==> src/rtl/clksyn_pkg.sv <==
package clksyn_pkg;
  localparam int MULT_W  = 9;
  localparam int CODE_W  = 3;
  localparam int FRAME_W = MULT_W + CODE_W;
  localparam int N_SYN   = 2;
  localparam int SEL_W   = 4;
  localparam int CFG_W   = N_SYN * FRAME_W + SEL_W;

  typedef enum logic [1:0] {
    ST_IDLE  = 2'd0,
    ST_SHIFT = 2'd1,
    ST_LATCH = 2'd2
  } seq_state_t;
endpackage

==> src/rtl/clksyn_seq.sv <==
module clksyn_seq
  import clksyn_pkg::*;
#(
  parameter int SCK_DIV = 4,
  parameter int BITS    = 12
) (
  input  logic clk,
  input  logic rst_n,
  input  logic cmd,
  output logic busy,
  output logic sck,
  output logic latch,
  output logic load,
  output logic shift
);
  localparam int CNT_W = $clog2(SCK_DIV);
  localparam int IDX_W = $clog2(BITS);
  localparam logic [CNT_W-1:0] CNT_MAX  = CNT_W'(SCK_DIV - 1);
  localparam logic [CNT_W-1:0] CNT_HALF = CNT_W'(SCK_DIV / 2);
  localparam logic [IDX_W-1:0] IDX_LAST = IDX_W'(BITS - 1);

  seq_state_t       state_q, state_d;
  logic [CNT_W-1:0] cnt_q, cnt_d;
  logic [IDX_W-1:0] idx_q, idx_d;
  logic             period_end;

  assign period_end = (cnt_q == CNT_MAX);

  // next-state logic
  always_comb begin
    state_d = state_q;
    cnt_d   = cnt_q;
    idx_d   = idx_q;
    case (state_q)
      ST_IDLE: begin
        if (cmd) begin
          state_d = ST_SHIFT;
          cnt_d   = '0;
          idx_d   = '0;
        end
      end
      ST_SHIFT: begin
        cnt_d = period_end ? '0 : cnt_q + 1'b1;
        if (period_end) begin
          if (idx_q == IDX_LAST) state_d = ST_LATCH;
          else                   idx_d   = idx_q + 1'b1;
        end
      end
      ST_LATCH: begin
        cnt_d = period_end ? '0 : cnt_q + 1'b1;
        if (period_end) state_d = ST_IDLE;
      end
      default: state_d = ST_IDLE;
    endcase
  end

  // state registers
  always_ff @(posedge clk or negedge rst_n) begin
    if (!rst_n) begin
      state_q <= ST_IDLE;
      cnt_q   <= '0;
      idx_q   <= '0;
    end else begin
      state_q <= state_d;
      cnt_q   <= cnt_d;
      idx_q   <= idx_d;
    end
  end

  assign busy  = (state_q != ST_IDLE);
  assign sck   = (state_q == ST_SHIFT) && (cnt_q >= CNT_HALF);
  assign latch = (state_q == ST_LATCH);
  assign load  = (state_q == ST_IDLE) && cmd;
  assign shift = (state_q == ST_SHIFT) && period_end && (idx_q != IDX_LAST);

  // serial clock held low under the latch strobe
  p_latch_sck_low_r6: assert property (@(posedge clk) disable iff (!rst_n)
    latch |-> !sck);

  // idle port is quiet
  p_idle_quiet_r1: assert property (@(posedge clk) disable iff (!rst_n)
    !busy |-> (!sck && !latch));

  // busy only ends out of a latch period
  p_busy_end_r7: assert property (@(posedge clk) disable iff (!rst_n)
    $fell(busy) |-> $past(latch));
endmodule

==> src/rtl/clksyn_shift.sv <==
module clksyn_shift #(
  parameter int W = 12
) (
  input  logic         clk,
  input  logic         rst_n,
  input  logic         load,
  input  logic         shift,
  input  logic [W-1:0] frame_in,
  input  logic         sck,
  output logic         sdo
);
  logic [W-1:0] sr_q, sr_d;
  logic         sr_en;

  assign sr_en = load | shift;

  always_comb begin
    if (load) sr_d = frame_in;
    else      sr_d = {sr_q[W-2:0], 1'b0};
  end

  always_ff @(posedge clk or negedge rst_n) begin
    if (!rst_n)     sr_q <= '0;
    else if (sr_en) sr_q <= sr_d;
  end

  assign sdo = sr_q[W-1];

  // data stable while the serial clock is high
  p_sdo_stable_r4: assert property (@(posedge clk) disable iff (!rst_n)
    (sck && $past(sck)) |-> $stable(sdo));
endmodule

==> src/rtl/clksyn_loader.sv <==
module clksyn_loader
  import clksyn_pkg::*;
#(
  parameter int SCK_DIV = 4
) (
  input  logic             clk,
  input  logic             rst_n,
  input  logic [CFG_W-1:0] cfg_word,
  input  logic             load_cmd,
  output logic             busy,
  output logic             sclk_ab,
  output logic             sdata_ab,
  output logic             latch_ab,
  output logic             sclk_cd,
  output logic             sdata_cd,
  output logic             latch_cd,
  output logic [SEL_W-1:0] ext_clk_sel
);
  logic [1:0]       rst_sync_q;
  logic             rst_int_n;
  logic             sck, latch, load, shift;
  logic [N_SYN-1:0] sdo_vec;

  always_ff @(posedge clk or negedge rst_n) begin
    if (!rst_n) rst_sync_q <= 2'b00;
    else        rst_sync_q <= {rst_sync_q[0], 1'b1};
  end
  assign rst_int_n = rst_sync_q[1];

  clksyn_seq #(.SCK_DIV(SCK_DIV), .BITS(FRAME_W)) u_seq (
    .clk   (clk),
    .rst_n (rst_int_n),
    .cmd   (load_cmd),
    .busy  (busy),
    .sck   (sck),
    .latch (latch),
    .load  (load),
    .shift (shift)
  );

  for (genvar g = 0; g < N_SYN; g++) begin : g_port
    clksyn_shift #(.W(FRAME_W)) u_sh (
      .clk      (clk),
      .rst_n    (rst_int_n),
      .load     (load),
      .shift    (shift),
      .frame_in (cfg_word[g*FRAME_W +: FRAME_W]),
      .sck      (sck),
      .sdo      (sdo_vec[g])
    );
  end

  assign sclk_ab     = sck;
  assign sclk_cd     = sck;
  assign latch_ab    = latch;
  assign latch_cd    = latch;
  assign sdata_ab    = sdo_vec[0];
  assign sdata_cd    = sdo_vec[1];
  assign ext_clk_sel = cfg_word[CFG_W-1 -: SEL_W];
endmodule

==> config.mk <==
export PLATFORM = sky130hd
export DESIGN_NAME = clksyn_loader
export DESIGN_NICKNAME = d
export VERILOG_FILES = /design/src/rtl/clksyn_pkg.sv /design/src/rtl/clksyn_seq.sv /design/src/rtl/clksyn_shift.sv /design/src/rtl/clksyn_loader.sv
export SDC_FILE = /design/constraint.sdc
export NUM_CORES = 1
export LEC_CHECK = 0
export BUFFER_PORTS_ARGS = -buffer_cell sky130_fd_sc_hd__buf_2
export CAP_MARGIN = 20
export CORE_ASPECT_RATIO = 1.1
export CORE_MARGIN = 1
export CORE_UTILIZATION = 41
export DETAILED_ROUTE_END_ITERATION = 12
export SYNTH_ARGS = -nofsm -noshare
export SYNTH_HDL_FRONTEND = slang
export SYNTH_SLANG_ARGS = --single-unit
==> constraint.sdc <==
create_clock -name clk -period 1.89 [get_ports clk]
set_input_delay 0.0945 -clock clk [delete_from_list [all_inputs] [get_ports clk]]
set_output_delay 0.0945 -clock clk [all_outputs]
set_load 0.01 [all_outputs]
# Word level (Yosys, flattened, before mapping)
# Cells that the tools add are included.
[op_classes]
add_sub_neg = 2
magnitude_cmp = 1
n_eq_ne = 10
mux = 14
n_bitwise = 1
reduce_logical = 12
[op_table]
columns = ["op", "count"]
rows = [
  ["$mux 12", 2],
  ["$mux 2", 6],
  ["$mux 4", 3],
  ["$pmux 4 s2", 1],
  ["$reduce_and 4->1", 2],
  ["$ne 2x1->1 const B", 3],
  ["$pmux 2 s3", 1],
  ["$reduce_bool 2->1", 3],
  ["$add 4x1->4 const B", 1],
  ["$eq 2x2->1 const B", 2],
  ["$eq 4x4->1 const B", 1],
  ["$logic_and 1x1->1", 4],
  ["$ne 2x2->1 const B", 2],
  ["$ne 4x4->1 const B", 1],
  ["$pmux 2 s2", 1],
  ["$add 2x1->2 const B", 1],
  ["$eq 2x1->1 const B", 1],
  ["$ge 2x2->1 const B", 1],
  ["$logic_not 2->1", 1],
  ["$reduce_and 2->1", 1],
  ["$reduce_or 2->1", 1],
  ["$or 1x1->1", 1],
]
[word_totals]
regBits = 34
in_bits = 31
output_inout_bits = 11

# Longest topological paths before layout
[logic_depth]
depth_word = 4
ltp_mapped = 7
ltp_nobuf = 5

# Cells and area by module
# A second synthesis with hierarchy kept.
[unflattened]
cells_unflattened = 166
hier_area_um2 = 1779.2
[by_module_without_submodules]
columns = ["mod", "instances", "cells_per_inst", "area_each_um2"]
rows = [
  ["clksyn_shift", 2, 51, 546.8],
  ["clksyn_seq", 1, 55, 586.8],
  ["clksyn_loader", 1, 9, 98.8],
]

# Worst setup path after synthesis
# Ideal clock, no wire load.
[synth_path]
path_type = "reg-to-reg"
start = "reg u_seq.state_q[1]"
end = "reg u_seq.state_q[0]"
setup_ns = 0.125
arrival_time_ns = 1.585
t_required_ns = 1.765
path_slack_ns = 0.180
stages_incl_launch_ff = 7
path_buffers = 1
synth_period_minus_slack_ns = 1.710
path_cell_list = "dfrtp_1 inv_1 ha_1 clkbuf_1 and2b_4 a2111oi_4 mux2_2"
[synth_between]
elab_chain_len = 3
elab_cells_between_ends = 9
classes_between = "eq/ne (6); mux (1); reduce/logical (2)"
[synth_rtl]
columns = ["item", "line", "source"]
rows = [
  ["from (decl)", "clksyn_seq.sv:22", "seq_state_t state_q, state_d;"],
  ["from (signal assigned)", "clksyn_seq.sv:64", "state_q <= state_d;"],
  ["$eq 2x1->1 (tied with other cells)", "clksyn_seq.sv:34", "case (state_q)"],
  ["$ne 2x1->1 (no source line) or $ne 2x2->1 (tied branches)", "-", ""],
  ["$reduce_and 4->1 (no source line)", "-", ""],
]
# Several ways; a longest one is shown, not always the timed one.
# A chain may end at the register's enable or synchronous reset.

# Worst setup path in the final report
[layout_path]
start = "reg u_seq.state_q[1]"
end = "reg u_seq.idx_q[3]"
[layout_between]
elab_chain_len = 3
elab_cells_between_ends = 8
classes_between = "eq/ne (4); mux (1); reduce/logical (3)"
[layout_rtl]
columns = ["item", "line", "source"]
rows = [
  ["$eq 2x1->1 or $logic_not 2->1 (tied branches)", "clksyn_seq.sv:34", ""],
  ["$ne 2x1->1 (no source line) (tied with other cells)", "-", ""],
  ["$reduce_and 4->1 (no source line)", "-", ""],
  ["to (signal assigned)", "clksyn_seq.sv:66", "idx_q <= idx_d;"],
  ["to (decl)", "clksyn_seq.sv:24", "logic [IDX_W-1:0] idx_q, idx_d;"],
]
# Several ways; a longest one is shown, not always the timed one.

==> run_results.csv <==
group,metric,value,unit
outcome,status,"finished clean",
synthesis,async_flop_share,1.00,
power_and_ir_drop,p_per_area,1520,mW/mm^2
power_and_ir_drop,vdd_drop_max,0.772,mV
routing,via_per_inst,5.45,
clock_network,cts_root_buffer,"clkbuf_8",
layout,final_cell_mix,"dfrtp_1 (34), buf_2 (33), o21ai_0 (28)",
worst_setup_path,crit_slowest_cell,"dfrtp_1",
routing,num_vias,1581,
hold_path,timing.hold.worst.class,"in2reg",
layout,n_antenna_cell,0,
synthesis,syn_inst,205,
grt,grt_usage,0.182,
routing,highest_layer,"met4",
synthesis,synthTopCellsByArea,"dfrtp_1 (46%), a31oi_1 (7.7%), o21ai_0 (7.5%)",
layout,areaGrowthSynthToFinish,17.4,%
placed_design,place_area,0.00206,sq mm
clock_network,cts_buffers,5,
worst_setup_path,crit_chain,"inv_1 -> ha_1 -> mux2i_1 -> or2_1 -> a211o_1",
layout,final_nets,275,
synthesis,ys.warnings.count,0,
clock_network,clock_path_buffers,2,
synthesis,synth_cell_types,34,
clock_network,cts_num_sinks,34,
clock_network,postCtsSetupRepairBufs,0,
timing,max_freq,574,MHz
layout,drive_gt1_frac,0.242,
clock_network,clkTransAtPathRegs,0.07,ns
routing,wl_met1,1770,um
power_and_ir_drop,p_total,3.31,mW
timing,whs,0.0341,ns
grt,antenna_found_initial,0,
grt,first_global_vias,1460,
placed_design,port_buffers,33,
power_and_ir_drop,leakage,1.01,nW
synthesis,yosys.area.top_type_share,0.457,
layout,fillers,422,
power_and_ir_drop,power_frac_seq,0.380,
synthesis,ys_ff_latch,34,
synthesis,syn_nets,245,
placed_design,place_ws,0.0873,ns
clock_network,tritoncts,"built",
timing,slew_violations,0,
power_and_ir_drop,power.internal,2.09,mW
power_and_ir_drop,switching_share,0.368,
routing,drc_errors,0,
layout,final_util,0.506,
clock_network,clock_latency,0.29,ns
synthesis,synthFlopType,"dfrtp_1",
floorplan,ioPinCount,42,
floorplan,die_y,72.7,um
power_and_ir_drop,power.switching,1.22,mW
synthesis,netlist_area,0.00186,sq mm
timing,fin_skew,0.00615,ns
routing,drt_first_pass_iters,4,
floorplan,die_area,0.00481,sq mm
floorplan,initial_core_util,0.431,
power_and_ir_drop,combPwrFrac,0.420,
flow_run,max-cap-violations,0,
timing,fin_crit_sh,0.922,
grt,grt_max_degree,33,
routing,drtIter0Drc,156,
synthesis,synth_area_leader_cell,"dfrtp_1",
worst_setup_path,startpoint_type,"register",
synthesis,postSynthAreaPerCell,9.08,sq um
layout,fin_cells,290,
layout,final_common_cell,"dfrtp_1",
power_and_ir_drop,clkPwrFrac,0.200,
worst_setup_path,end_kind,"register",
worst_setup_path,path_class,"reg2reg",
worst_setup_path,critPathMaxStageDelay,0.39,ns
timing,hold_viol_final,0,
routing,wire_per_inst,13.6,um
routing,ant_nets,0,
layout,final_area,0.00218,sq mm
floorplan,fp.dieW,66.2,um
timing,rsz0062_at_grt,"false",
floorplan,rows,25,
routing,route.met2.wl,1920,um
synthesis,synth_seq_area_share,0.457,
placed_design,hpwlAfterDp,2640,um
placed_design,place_inst,281,
synthesis,synth-edff-count,0,
timing,layout_min_cycle_time,1.74,ns
grt,grt_pass1_wl,6630,um
grt,grt_overflow,0,
clock_network,cts_htree_levels,2,
placed_design,routabilityCongestion,0.806,
timing,setup_viol,0,
worst_setup_path,path_max_fanout,5,
floorplan,coreArea,0.00432,sq mm
worst_setup_path,cp.arrival,1.92,ns
timing,fin_ws,0.148,ns
routing,wl_met3,209,um
timing,fin_tns_setup,0,ns
worst_setup_path,critical_path_required,2.07,ns
routing,routed_wl,3950,um
[layer usage]
layer / vias up / track usage
met5: - / 0
met4: 0 / 0.0615
met3: 6 / 0.0516
met2: 39 / 0.290
met1: 746 / 0.236
li1: 790 / -
[worst max-delay path, delay by kind of cell, from the launching register on]
family	cells	cell delay [ns]
simple gates	1	0.32
flops	1	0.39
mux	1	0.20
fa+ha+maj	1	0.31
compound gates	1	0.30
buf+inv	1	0.12
[power by group through the flow]
| stage | Combinational, mW | Clock, mW | Sequential (mW) |
|---|---|---|---|
| after floorplan | 1.07 | 0 | 1.24 |
| after global placement | 1.39 | 0 | 1.27 |
| after detailed placement | 1.40 | 0 | 1.27 |
| after CTS | 1.41 | 0.682 | 1.26 |
| after global routing | 1.59 | 0.719 | 1.30 |
| final | 1.39 | 0.661 | 1.26 |
[repair_timing]
item,CTS,global route
hold buffers,1,0
gates resized for setup,0,2
hold endpoints to repair,2,0
setup endpoints to repair,0,21
[cells in the mapped netlist (all sizes together), types with 2 or more instances]
library cell  number
nand2             11
buf                8
nor2              23
nor2b              3
clkbuf            12
a21oi             23
a31oi             23
nand3              2
o21ai             28
nand3b             2
inv                5
and2               2
mux2               2
o211ai             3
dfrtp             34
ha                 9
[cells by family (layout without fill, tap and decap cells)]
| family | Yosys count | count (layout) | share of synthesized area |
|---|---|---|---|
| AOI/OAI and AO/OA | 81 | 81 | 0.254 |
| adders and majority gates | 9 | 9 | 0.0605 |
| buffers and inverters | 25 | 56 | 0.0639 |
| DFF | 34 | 34 | 0.457 |
| muxes | 3 | 3 | 0.0175 |
| other | 1 | 1 | 0.00202 |
| and+or+nand+nor | 52 | 52 | 0.145 |
[final timing paths]
check,from,end,slack (ns),cells after the start
worst max-delay path,u_seq.state_q[1],u_seq.idx_q[3],0.15,5
worst min-delay path,cfg_word[0],g_port[0].u_sh.sr_q[0],0.03,3
worst max register to register,u_seq.state_q[1],u_seq.idx_q[3],0.15,5
worst min register to register,rst_sync_q[1],g_port[1].u_sh.sr_q[8],0.26,1
max in group asynchronous,rst_sync_q[1],u_seq.cnt_q[1],1.33,1
min in group asynchronous,rst_n,rst_sync_q[0],0.12,2
[registers in the layout, summed over array words and instances (netlist names)]
name / flops
u_seq.idx_q: 4
rst_sync_q: 2
g_port.u_sh.sr_q: 24
u_seq.cnt_q: 2
u_seq.state_q: 2
[layout make-up]
class,instances,area (sq um),area share
Tap cell,54,67.6,0.0309
Multi-Input combinational cell,146,895,0.410
Clock buffer,5,68.8,0.0315
Sequential cell,34,851,0.390
Inverter,5,18.8,0.00860
Clock inverter,3,40.0,0.0183
Timing Repair Buffer,43,243,0.111
Power figures use the tool's default switching activity.
